===== src/rtl/ucf_pkg.sv =====
package ucf_pkg;
  localparam int FLAG_W  = 3;
  localparam int OP_W    = 8;
  localparam int TS_W    = 5;
  localparam int SLOT_W  = 3;
  localparam int BYTES   = 6;
  localparam int BYTE_W  = 8;
endpackage


===== src/rtl/ucf_sequencer.sv =====
module ucf_sequencer #(
  parameter int FLAG_W = ucf_pkg::FLAG_W,
  parameter int OP_W   = ucf_pkg::OP_W,
  parameter int TS_W   = ucf_pkg::TS_W,
  parameter int SLOT_W = ucf_pkg::SLOT_W
) (
  input  logic              clk,
  input  logic              rst,
  input  logic [FLAG_W-1:0] flags_i,
  input  logic [OP_W-1:0]   opcode_i,
  input  logic              restart_i,
  output logic [SLOT_W-1:0] slot_o,
  output logic [TS_W-1:0]   tstate_o,
  output logic [FLAG_W-1:0] flags_o,
  output logic [OP_W-1:0]   opcode_o
);
  localparam logic [SLOT_W-1:0] LAST_SLOT = '1;

  logic [SLOT_W-1:0] slot_q;
  logic [TS_W-1:0]   ts_q;
  logic [FLAG_W-1:0] flg_q;
  logic [OP_W-1:0]   op_q;
  logic              boundary;

  assign boundary = (slot_q == LAST_SLOT);

  always_ff @(posedge clk) begin
    if (rst) begin
      slot_q <= '0;
      ts_q   <= '0;
      flg_q  <= '0;
      op_q   <= '0;
    end else begin
      slot_q <= slot_q + SLOT_W'(1);
      if (boundary) begin
        flg_q <= flags_i;
        op_q  <= opcode_i;
        ts_q  <= restart_i ? '0 : ts_q + TS_W'(1);
      end
    end
  end

  assign slot_o   = slot_q;
  assign tstate_o = ts_q;
  assign flags_o  = flg_q;
  assign opcode_o = op_q;

  assert_slot_step_R2: assert property (@(posedge clk) disable iff (rst)
    1'b1 |=> slot_q == SLOT_W'($past(slot_q) + SLOT_W'(1)));
  assert_ts_hold_R2: assert property (@(posedge clk) disable iff (rst)
    (slot_q != LAST_SLOT) |=> $stable(ts_q));
  assert_inputs_held_R6: assert property (@(posedge clk) disable iff (rst)
    (slot_q != LAST_SLOT) |=> ($stable(flg_q) && $stable(op_q)));
  assert_restart_R7: assert property (@(posedge clk) disable iff (rst)
    (boundary && restart_i) |=> ts_q == '0);
  assert_reset_clear_R9: assert property (@(posedge clk)
    rst |=> (slot_q == '0 && ts_q == '0 && flg_q == '0 && op_q == '0));
endmodule


===== src/rtl/ucf_assembler.sv =====
module ucf_assembler #(
  parameter int SLOT_W = ucf_pkg::SLOT_W,
  parameter int BYTES  = ucf_pkg::BYTES,
  parameter int BYTE_W = ucf_pkg::BYTE_W
) (
  input  logic                    clk,
  input  logic                    rst,
  input  logic [SLOT_W-1:0]       slot_i,
  input  logic [BYTE_W-1:0]       data_i,
  output logic [BYTES*BYTE_W-1:0] word_o
);
  localparam int                WORD_W    = BYTES * BYTE_W;
  localparam logic [SLOT_W-1:0] LOAD_SLOT = SLOT_W'(BYTES);

  logic [BYTES-1:0][BYTE_W-1:0] shadow_q;
  logic [WORD_W-1:0]            word_q;

  for (genvar n = 0; n < BYTES; n++) begin : g_lane
    always_ff @(posedge clk) begin
      if (rst) shadow_q[n] <= '0;
      else if (slot_i == SLOT_W'(n)) shadow_q[n] <= data_i;
    end
  end

  always_ff @(posedge clk) begin
    if (rst) word_q <= '0;
    else if (slot_i == LOAD_SLOT) word_q <= shadow_q;
  end

  assign word_o = word_q;

  assert_idle_slot_R4: assert property (@(posedge clk) disable iff (rst)
    (slot_i >= LOAD_SLOT) |=> $stable(shadow_q));
  assert_atomic_word_R5: assert property (@(posedge clk) disable iff (rst)
    (slot_i != LOAD_SLOT) |=> $stable(word_q));
  assert_word_reset_R9: assert property (@(posedge clk)
    rst |=> word_q == '0);
endmodule


===== src/rtl/ucf_fetch_top.sv =====
module ucf_fetch_top #(
  parameter int FLAG_W = ucf_pkg::FLAG_W,
  parameter int OP_W   = ucf_pkg::OP_W,
  parameter int TS_W   = ucf_pkg::TS_W,
  parameter int SLOT_W = ucf_pkg::SLOT_W,
  parameter int BYTES  = ucf_pkg::BYTES,
  parameter int BYTE_W = ucf_pkg::BYTE_W,
  localparam int ADDR_W = FLAG_W + OP_W + TS_W + SLOT_W,
  localparam int WORD_W = BYTES * BYTE_W
) (
  input  logic              clk,
  input  logic              rst,
  input  logic [FLAG_W-1:0] flags,
  input  logic [OP_W-1:0]   opcode,
  input  logic              ts_restart,
  output logic [ADDR_W-1:0] rom_addr,
  input  logic [BYTE_W-1:0] rom_rdata,
  output logic [WORD_W-1:0] ctrl_word
);
  logic [SLOT_W-1:0] slot;
  logic [TS_W-1:0]   tstate;
  logic [FLAG_W-1:0] flg_held;
  logic [OP_W-1:0]   op_held;

  ucf_sequencer #(
    .FLAG_W(FLAG_W), .OP_W(OP_W), .TS_W(TS_W), .SLOT_W(SLOT_W)
  ) u_seq (
    .clk(clk), .rst(rst), .flags_i(flags), .opcode_i(opcode),
    .restart_i(ts_restart), .slot_o(slot), .tstate_o(tstate),
    .flags_o(flg_held), .opcode_o(op_held)
  );

  assign rom_addr = {flg_held, op_held, tstate, slot};

  ucf_assembler #(
    .SLOT_W(SLOT_W), .BYTES(BYTES), .BYTE_W(BYTE_W)
  ) u_asm (
    .clk(clk), .rst(rst), .slot_i(slot), .data_i(rom_rdata),
    .word_o(ctrl_word)
  );

  initial assert_fit_R3: assert (BYTES < (1 << SLOT_W));
endmodule


===== config.mk =====
export PLATFORM = sky130hd
export DESIGN_NAME = ucf_fetch_top
export DESIGN_NICKNAME = d
export VERILOG_FILES = /design/src/rtl/ucf_pkg.sv /design/src/rtl/ucf_sequencer.sv /design/src/rtl/ucf_assembler.sv /design/src/rtl/ucf_fetch_top.sv
export SDC_FILE = /design/constraint.sdc
export NUM_CORES = 1
export LEC_CHECK = 0
export CAP_MARGIN = 25
export CORE_ASPECT_RATIO = 1.25
export CORE_MARGIN = 10
export CORE_UTILIZATION = 60
export DETAILED_ROUTE_END_ITERATION = 12
export DONT_BUFFER_PORTS = 1
export GPL_ROUTABILITY_DRIVEN = 0
export GPL_TIMING_DRIVEN = 0
export MAX_ROUTING_LAYER = met4
export PLACE_DENSITY = 0.74
export SLEW_MARGIN = 15
export SYNTH_ARGS = -nofsm -noshare
export SYNTH_HDL_FRONTEND = slang
export SYNTH_SLANG_ARGS = --single-unit

===== constraint.sdc =====
create_clock -name clk -period 3.9 [get_ports clk]
set_input_delay 0.39 -clock clk [delete_from_list [all_inputs] [get_ports clk]]
set_output_delay 0.39 -clock clk [all_outputs]
set_load 0.005 [all_outputs]

==> results <==
- The flow ran to the end, and the final reports show no timing, DRC or antenna violations.
- The sum of negative setup slack is 0 ns.
- The routed design has 9830 um of wire.
- The worst path buffer plus inverter count is 4.
- The uppermost metal layer occupied by signal nets is met4.
- Clock-pin slew was measured on the worst setup and hold paths at 0.06 ns.
- The element type at the critical path end is a flop.
- The global-route total usage across every layer is 0.191.
- Based on the critical path, the design can be clocked at up to 580 MHz.
- The layout net count is 507.
- The area fraction of the dominant cell type after synthesis is 0.558.
- The via count of the first global-routing pass was 3,033.
- The routed metal-1 wirelength is 3830 um.
- The cell with the most instances on the worst path is buf_2.
- Data on the critical path arrives at its endpoint at 2.11 ns.
- The mean post-synth cell area is 8.99 um^2.
- The final clock period utilization by the worst path is 0.442.
- The count of buffers added on input and output ports is 0.
- The tightest min-delay check is of the in -> reg type.
- In the detailed route, the total length drawn on met3 is 912 um.
- The core region is 6610 um^2.
- The dominant cell by count in the synthesized netlist is nand2_1.
- The final hold violation count is 0.
- The pin count of the biggest net entering global routing is 17.
- The die covers 10,600 um^2.
- Row generation in the floorplan step produced 33 rows.
- The actual transition at the worst max-transition pin is 0.511 ns.
- In this run, synthesis produced a sequential element count of 115.
- In this run the number of H-tree levels came out at 4.
- The post-CTS setup-driven buffer insertion count is 0.
- VDD sags by at most 0.000454 V.
- The largest stage delay on the critical path is 0.48 ns.
- The worst register-to-register path begins at u_seq.slot_o[2].
- The post-route minimum period is 1.73 ns.
- The die extent in y is 113 um.
- The peak fanout along the critical path is 10.
- The analysis attributes to cell leakage a power of 1.86 nW.
- The detailed router finished its first iteration with 179 violations.
- The area added between synthesis and finish is 17.5%.
- The instance count on the critical path is 7.
- In this run, distinct cell masters in the synthesized netlist total 20.
- The cell count of the worst reg-to-reg path is 7.
- The most critical setup path has its startpoint at u_seq.slot_o[2].
- In the routed layout, each cell is associated on average with a via count of 5.38.
- The first-pass iteration count of the detailed router is 5.
- The total power after layout is 2.94 mW.
- The number of hold buffers added after CTS was 0.
- Setup violations remaining at the end of the flow were counted as 0.
- By area the synthesized netlist is led by dfxtp_1 56%, mux2i_1 11%, nand2_1 11%, a21oi_1 7.8%, nor2_1 4.5%.
- The wire length of the first global-routing pass is 15,600 um.
- The number of buffers between clock root and the deepest sink is 2.
- The path type of the worst setup path is reg -> reg.
- Among cell families on the critical path, the largest total delay comes from buffers and inverters.
- Counting every net in the synthesized netlist gives 488.
- The final setup skew is 0.00644 ns.
- The HPWL after detailed placement is 6800 um.
- The area of the mapped netlist is 4130 um^2.
- The share of the Yosys chip area taken by registers is 0.558.
- The max-slew violation total from the final report is 0.
- The number of instances in the synthesized netlist is 459.
- For this run the aggregate overflow at the end of global routing stands at 0.
- The most critical setup path has its endpoint at u_asm.shadow_q[25].
- The routed design uses 4900 um of met2 wire.
- Counting flops with an async set or reset pin after synthesis yields a share of 0.
- The initial antenna violation count is 0.
- The register-to-register path setup slack is 2.17 ns.
- The cell area power density is 606 nW/um^2.
- The final antenna-violating net count is 0.
- The number of antenna repair diodes is 0.
- The starting density of the core is 0.624.
- For this design, the slowest cell found on the critical path is dfxtp_1.
- The CTS tree is yes.
- Among all flip-flop cells after synthesis, the most frequent one is dfxtp_1.
- Counting instances in the post-synthesis netlist gives the leading cell types as 116 x nand2_1, 115 x dfxtp_1, 64 x a21oi_1.
- The worst pin sits at a relative slew slack of 0.659.
- The x dimension of the die is 94.2 um.
- STA classifies the critical path startpoint as a flop.
- The detailed router placed 3,106 vias in this run.
- In this run, CTS created clock tree buffers numbering 17.
- In the final layout, the share of cells above drive strength 1 is 0.100.
- The total of warnings raised by yosys is 0.
- Walking the worst path, the cells encountered are buf_2, buf_4, inv_1, ha_1, buf_2, mux2i_1, nor2_1.
- In this run the critical register-to-register path is captured at u_asm.shadow_q[25].
- The boundary pin count is 89.
- The synthesized design spends more area on one cell type than any other, namely dfxtp_1.
- Max-cap violations in this run came to 0.
- The clock sink count is 115.
- The synthesized design contains 0 enable-type register cells.
- The clock insertion delay at the later pin of the skew report is 0.51 ns.
- For this run, design rule violations remaining after detail routing come to 0.
- The number of gates resized after CTS was 0.
- The root buffer cell is clkbuf_8.
- Setup repair after global routing left no endpoint under its margin.
- Data on the critical path is required at its endpoint by 4.29 ns.
- After detailed routing, the average wire length per cell comes to 17.0 um.
through the flow:
step / instance area (um^2) / hold WS [ns] / worst slack (ns) / utilization / std cells
2_1_floorplan: 4130 / 0.431 / 2.42 / - / 459
3_3_place_gp: 4230 / 0.441 / 2.20 / 0.641 / 546
3_5_place_dp: 4230 / 0.448 / 2.19 / 0.641 / 546
4_1_cts: 4850 / 0.0141 / 2.17 / 0.734 / 577
5_1_grt: 4850 / 0.0174 / 2.00 / 0.734 / 577
6_report: 4850 / 0.0206 / 2.17 / 0.734 / 577
worst reg2reg max path, stage by stage, from the launching register on:
cell	delay, ns
dfxtp_1	0.48
buf_2	0.27
buf_4	0.20
inv_1	0.06
ha_1	0.18
buf_2	0.19
mux2i_1	0.17
nor2_1	0.05
cells in the final DEF (no fill, tap or decap), types with 3 or more instances in the layout:
| master | count |
|---|---|
| ha_1 | 7 |
| mux2i_1 | 44 |
| nand2_1 | 116 |
| nand2b_1 | 3 |
| dfxtp_1 | 115 |
| buf_4 | 7 |
| clkbuf_8 | 4 |
| clkinv_2 | 4 |
| buf_2 | 10 |
| bufinv_16 | 4 |
| nor2_1 | 50 |
| clkbuf_1 | 12 |
| clkbuf_16 | 16 |
| inv_1 | 3 |
| nand3_1 | 16 |
| xor2_1 | 3 |
| a21oi_1 | 64 |
power by group:
part,internal (mW),leakage [nW],switching [mW]
Combinational,0.0486,0.627,0.0710
Sequential,1.20,0.930,0.0183
Clock,1.08,0.300,0.519
kinds of logic (layout without fill, tap and decap cells):
group,count (synthesis),in the layout,share of synthesized area
and+or+nand+nor,189,189,0.181
adders and majority gates,7,7,0.0212
buffers and inverters,35,66,0.0449
muxes,44,44,0.107
xor gates and xnor gates,4,4,0.00849
AOI/OAI and AO/OA,65,65,0.0795
DFF,115,115,0.558
worst min path at each step:
stage	slack, ns	endpoint	startpoint	cells after the start
after floorplan	0.43	u_asm.word_o[24]	u_asm.shadow_q[24]	2
after global placement	0.44	u_asm.word_o[47]	u_asm.shadow_q[47]	2
after detailed placement	0.45	u_asm.shadow_q[42]	u_asm.shadow_q[42]	2
after CTS	0.01	u_asm.shadow_q[47]	rom_rdata[7]	2
after global routing	0.02	u_asm.shadow_q[20]	rom_rdata[4]	2
final	0.02	u_asm.shadow_q[47]	rom_rdata[7]	2
flip-flops by register name (all words and copies together) (netlist names):
signal and flops:
u_seq.opcode_o 8, u_seq.tstate_o 5, u_seq.flags_o 3, u_asm.word_o 48, u_seq.slot_o 3, u_asm.shadow_q 48
final cells by class:
| class | instances | area [um^2] |
|---|---|---|
| clock buffer | 21 | 459 |
| buffer | 32 | 174 |
| multi-input combinational | 309 | 1640 |
| inverter | 3 | 11.3 |
| clock inverter | 10 | 155 |
| sequential | 115 | 2300 |
| fill | 499 | 1760 |
| tap | 87 | 109 |
routing by layer:
layer | global-route usage | vias to the layer above
li1 | - | 1536
met1 | 0.196 | 1467
met3 | 0.0847 | 18
met5 | - | -
met4 | 0.0761 | 0
met2 | 0.312 | 85
No activity file was read; power rests on OpenSTA's default activity.
